$ cat src/rtl/alias_guard_pkg.sv
package alias_guard_pkg;

    localparam int unsigned ADDR_W = 32;
    localparam int unsigned LG_W   = 2;
    localparam int unsigned EXT_W  = ADDR_W + 1;

    typedef logic [ADDR_W-1:0] addr_t;
    typedef logic [LG_W-1:0]   lg_t;
    typedef logic [EXT_W-1:0]  ext_t;

    typedef struct packed {
        logic  vld;
        addr_t base;
        lg_t   lg;
    } slot_t;

    // Last byte touched by an access, one bit wider so no wrap occurs.
    function automatic ext_t last_byte(input addr_t base, input lg_t lg);
        return {1'b0, base} + (ext_t'(1) << lg) - ext_t'(1);
    endfunction

endpackage

$ cat src/rtl/alias_range_cmp.sv
module alias_range_cmp
    import alias_guard_pkg::*;
(
    input  logic  live_i,
    input  addr_t slot_base_i,
    input  lg_t   slot_lg_i,
    input  addr_t op_base_i,
    input  lg_t   op_lg_i,
    output logic  hit_o
);

    ext_t slot_lo, slot_hi, op_lo, op_hi;

    always_comb begin
        slot_lo = {1'b0, slot_base_i};
        op_lo   = {1'b0, op_base_i};
        slot_hi = last_byte(slot_base_i, slot_lg_i);
        op_hi   = last_byte(op_base_i, op_lg_i);
        hit_o   = live_i && (slot_lo <= op_hi) && (op_lo <= slot_hi);
    end

endmodule

$ cat src/rtl/alias_lowest_sel.sv
module alias_lowest_sel #(
    parameter int unsigned NUM   = 14,
    parameter int unsigned IDX_W = $clog2(NUM)
) (
    input  logic [NUM-1:0]   req_i,
    output logic             any_o,
    output logic [IDX_W-1:0] idx_o
);

    always_comb begin
        any_o = 1'b0;
        idx_o = '0;
        for (int i = NUM - 1; i >= 0; i--) begin
            if (req_i[i]) begin
                any_o = 1'b1;
                idx_o = IDX_W'(i);
            end
        end
    end

endmodule

$ cat src/rtl/alias_guard_file.sv
module alias_guard_file
    import alias_guard_pkg::*;
#(
    parameter int unsigned NUM_SLOTS = 14,
    localparam int unsigned IDX_W    = $clog2(NUM_SLOTS)
) (
    input  logic                 clk_i,
    input  logic                 rst_ni,
    input  logic                 flush_i,
    input  logic                 op_valid_i,
    input  logic [ADDR_W-1:0]    op_addr_i,
    input  logic [LG_W-1:0]      op_size_i,
    input  logic                 op_set_en_i,
    input  logic [IDX_W-1:0]     op_set_idx_i,
    input  logic [NUM_SLOTS-1:0] op_chk_mask_i,
    output logic                 fault_o,
    output logic [IDX_W-1:0]     fault_idx_o
);

    typedef struct packed {
        slot_t [NUM_SLOTS-1:0] slots;
        logic                  fault;
        logic [IDX_W-1:0]      fault_idx;
    } state_t;

    state_t st_d, st_q;

    logic [NUM_SLOTS-1:0] vld_vec;
    logic [NUM_SLOTS-1:0] hit_vec;
    logic                 hit_any;
    logic [IDX_W-1:0]     hit_idx;
    logic                 wipe;

    for (genvar g = 0; g < NUM_SLOTS; g++) begin : g_slot
        assign vld_vec[g] = st_q.slots[g].vld;

        alias_range_cmp u_cmp (
            .live_i      (vld_vec[g] & op_valid_i & op_chk_mask_i[g]),
            .slot_base_i (st_q.slots[g].base),
            .slot_lg_i   (st_q.slots[g].lg),
            .op_base_i   (op_addr_i),
            .op_lg_i     (op_size_i),
            .hit_o       (hit_vec[g])
        );
    end

    alias_lowest_sel #(
        .NUM   (NUM_SLOTS),
        .IDX_W (IDX_W)
    ) u_sel (
        .req_i (hit_vec),
        .any_o (hit_any),
        .idx_o (hit_idx)
    );

    always_comb begin
        st_d           = st_q;
        st_d.fault     = 1'b0;
        st_d.fault_idx = '0;
        wipe           = flush_i | st_q.fault;

        if (wipe) begin
            for (int k = 0; k < NUM_SLOTS; k++) begin
                st_d.slots[k].vld = 1'b0;
            end
        end else if (op_valid_i) begin
            if (hit_any) begin
                st_d.fault     = 1'b1;
                st_d.fault_idx = hit_idx;
            end
            if (op_set_en_i) begin
                for (int k = 0; k < NUM_SLOTS; k++) begin
                    if (op_set_idx_i == IDX_W'(k)) begin
                        st_d.slots[k].vld  = 1'b1;
                        st_d.slots[k].base = op_addr_i;
                        st_d.slots[k].lg   = op_size_i;
                    end
                end
            end
        end
    end

    always_ff @(posedge clk_i or negedge rst_ni) begin
        if (!rst_ni) begin
            st_q <= '0;
        end else begin
            st_q <= st_d;
        end
    end

    assign fault_o     = st_q.fault;
    assign fault_idx_o = st_q.fault_idx;

endmodule

$ cat config.mk
export PLATFORM = sky130hd
export DESIGN_NAME = alias_guard_file
export DESIGN_NICKNAME = d
export VERILOG_FILES = /design/src/rtl/alias_guard_pkg.sv /design/src/rtl/alias_range_cmp.sv /design/src/rtl/alias_lowest_sel.sv /design/src/rtl/alias_guard_file.sv
export SDC_FILE = /design/constraint.sdc
export NUM_CORES = 2
export LEC_CHECK = 0
export ABC_CLOCK_PERIOD_IN_PS = 17900
export CAP_MARGIN = 20
export CORE_MARGIN = 1
export CORE_UTILIZATION = 35
export CTS_CLUSTER_SIZE = 25
export DETAILED_ROUTE_END_ITERATION = 8
export PLACE_DENSITY_LB_ADDON = 0.08
export SLEW_MARGIN = 0
export SYNTH_ARGS = -nofsm -noshare
export SYNTH_HDL_FRONTEND = slang
export SYNTH_SLANG_ARGS = --single-unit
$ cat constraint.sdc
create_clock -name clk_i -period 17.9 [get_ports clk_i]
set_input_delay 2.685 -clock clk_i [delete_from_list [all_inputs] [get_ports clk_i]]
set_output_delay 2.685 -clock clk_i [all_outputs]
set_load 0.02 [all_outputs]
==> key figures <==
Worst setup path
  • Critical-path top delay cell: a2111oi_0
  • Slowest stage delay, CP: 660 ps
  • Reg2reg start: st_q[76]
  • Critical Path Start Type: input port
  • Critical path class: in2reg
  • CP endpoint kind: flop
  • Req. time, crit path: 18,520 ps
  • Flop-to-flop setup slack: 9160 ps
  • CP arrival: 10,880 ps
  • R2R cell count: 30
  • Crit path max fanout: 18
  • Crit Reg-Reg Endpoint: fault_idx_o[0]

Synthesis
  • Netlist cell types: 103
  • Syn Nets: 8,962
  • Largest family of logic cells by synthesized area: adder cells
  • Post-synth EDFFs: 0
  • Warning count from the yosys run: 0
  • Most common flop cell mapped by yosys: dfrtp_1
  • Post-synthesis xor/xnor area fraction: 0.0602
  • Syn Std Cell Area: 61,200 µm²
  • Mux share of post-synthesis cell area: 0.00617
  • Post-synthesis adder-cell area fraction: 0.293
  • Asr flop ratio synth: 1.00
  • Post-synthesis register bit count: 495
  • Post-Synth Simple-Gate Area: 0.155
  • Avg Cell Area, Syn: 8.18 µm²
  • Mapped Cells: 7,485
  • Sequential share of the synthesized area: 0.202
  • Compound-Gate Fraction of Synth Area: 0.229

Placed design
  • Placer's final routability congestion estimate: 0.953
  • Port Buf Inserts: 61
  • Area after DPL: 65,400 µm²
  • Dpl cells: 9,882
  • HPWL Detailed: 202,000 µm

Timing
  • Fin crit share: 0.573
  • Worst-Margin Slew: 1270 ps
  • Final TNS setup: 0 ps
  • Fin crit period: 10,260 ps
  • Relative slew slack: 0.144
  • Setup skew after layout: 41.8 ps
  • Unrepaired setup endpoints after global routing: false
  • Count of final setup violators: 0
  • Max Freq: 97.4 MHz
  • Fin. max-slew vios: 0
  • Final hold vios: 0

Layout
  • Final Non-Filler Cells: 10,028
  • Post-route cell area: 67,800 µm²
  • Most common cell after layout, fill and taps aside: ha_1
  • Synth-to-Final Area Change: 10.8%
  • Leading cell types in the layout, fill and taps excluded: 1,405 x ha_1, 762 x o21ai_0, 739 x nand2_1
  • Share of cells above drive strength 1: 0.0598
  • Final core utilization: 0.390
  • Number of fillers in the final layout: 18,031
  • Final #Nets: 9,111

Power
  • Sw Share: 0.489
  • VDD IR max: 0.0000670 V
  • Power share of the sequential group: 0.172
  • Clock group share of total power: 0.167
  • Net switching power figure: 0.00440 W
  • P per Cell Area: 133 nW/µm²
  • Internal Pwr Total: 0.00459 W
  • Combinational share of power: 0.661
  • P_leak: 33.3 nW

Clocking
  • Post-CTS Setup Bufs: 0
  • Clk_lat worst skew: 720 ps
  • Max Buffers Root-to-Sink: 3
  • Clock-pin slew on the worst setup and hold paths: 60 ps
  • CTS-repair resized insts: 0
  • CTS sink cnt: 495
  • CTS buffer count: 74
  • CTS tree: yes
  • H-tree level count: 3
  • Post-CTS Hold Buffers: 0
  • Root Buffer: clkbuf_16

Detailed routing
  • Routed vias: 56,603
  • Drt total wl: 266,000 µm
  • Iter 0 DRT Violations: 5,152
  • Via/cell ratio: 5.64
  • DRC errors left: 0
  • Final ANT Viol Nets: 0
  • DR WL/cell: 26.6 µm
  • First-pass detailed-route iteration total: 5

Worst hold path
  • HP Start: st_q[179]
  • Hold Crit Class: reg2reg
  • Worst Hold Depth: 1
  • Hold path endpoint: st_q[179]

Global route
  • First-pass GRT wire length: 382,000 µm
  • GRT Total Usage: 0.300
  • Initial antenna violation count: 30
  • Number of global-route vias before repair: 53,559
  • GRT overflow: 0
  • Largest net degree at the start of global routing: 144

Floorplan
  • Die Y: 420 µm
  • # IOs: 62
  • Std-Cell Core Area: 174,000 µm²
  • Starting Density: 0.352
  • Area of the die: 177,000 µm²
  • Site row count: 153
  • Chip width: 420 µm

Outcome
  • Outcome: complete, no violations

Flow run
  • Max-Cap Viols: 0
==> Yosys cell counts, types with 112 or more instances <==
cell type / number / area [µm²]
xnor2_1: 203 / 1780
nand3_1: 154 / 771
a21o_1: 323 / 2420
nand4_1: 182 / 1140
o21ai_0: 763 / 3820
nor3_1: 112 / 561
nand2_1: 745 / 2800
xor2_1: 216 / 1890
nor2_1: 272 / 1020
inv_1: 725 / 2720
ha_1: 1405 / 17600
nand2b_1: 127 / 795
nor2b_1: 119 / 744
dfrtp_1: 495 / 12400
a21oi_1: 603 / 3020
==> registers in the layout (all words and copies together), names as in the netlist <==
name / count
fault_idx_o: 4
st_q: 490
fault_o: 1
==> worst max-delay path, delay by kind of cell <==
| kind | cells | cell delay (ps) |
|---|---|---|
| and+or+nand+nor | 7 | 860 |
| adders and majority gates | 3 | 960 |
| xor gates and xnor gates | 1 | 180 |
| AOI/OAI and AO/OA | 17 | 4810 |
| buffers and inverters | 4 | 1320 |
==> cells by family (layout without fill, tap and decap cells) <==
logic type,Yosys count,in the layout
buffers and inverters,874,1079
other,0,13
AO/OA/AOI/OAI,2280,2280
XOR/XNOR,420,420
AND/OR/NAND/NOR,1957,1957
multiplexers,34,34
adder cells (fa/ha/maj),1425,1425
flip-flops,495,495
==> power by group through the flow <==
stage,combinational [W],sequential (W),clock [W]
floorplan,0.00421,0.00143,0
CTS,0.00587,0.00155,0.00154
global route,0.00666,0.00157,0.00158
detailed placement,0.00582,0.00157,0
finish,0.00594,0.00155,0.00150
global placement,0.00577,0.00157,0
==> how the worst max path moves through the flow <==
| stage | start | to | slack, ps | cells past startpoint |
|---|---|---|---|---|
| floorplan | op_size_i[1] | fault_idx_o[0] | 8620 | 33 |
| global placement | op_size_i[0] | fault_idx_o[0] | 7180 | 35 |
| detailed placement | op_size_i[1] | fault_idx_o[0] | 7190 | 32 |
| CTS | op_size_i[0] | fault_idx_o[0] | 7880 | 34 |
| global route | op_size_i[0] | fault_idx_o[0] | 7260 | 35 |
| finish | op_size_i[1] | fault_idx_o[0] | 7640 | 32 |
==> metrics by stage <==
step / hold slack (ps) / power, W / setup WS [ps]
3_3_place_gp: 451 / 0.00734 / 7180
2_1_floorplan: 442 / 0.00564 / 8620
6_report: 476 / 0.00899 / 7640
4_1_cts: 473 / 0.00896 / 7880
3_5_place_dp: 460 / 0.00739 / 7190
5_1_grt: 488 / 0.00980 / 7260
==> final cells by class <==
type,count,area (µm²),share of cell area
repair buffers,190,1450,0.0214
multi-input cells,6116,45800,0.675
well taps,2325,2910,0.0429
clock buffers,100,2090,0.0308
inverters,757,2840,0.0419
clock inverters,32,298,0.00439
diodes,13,32.5,0.000480
flip-flops and latches,495,12400,0.183
==> metal layers <==
| layer | vias to the layer above | track usage | part of all wire |
|---|---|---|---|
| met5 | - | 0 | 0.000049 |
| met4 | 2 | 0.108 | 0.038 |
| met3 | 345 | 0.0415 | 0.063 |
| met2 | 1614 | 0.466 | 0.43 |
| met1 | 27266 | 0.420 | 0.47 |
| li1 | 27376 | - | - |
Power figures use the tool's default switching activity.
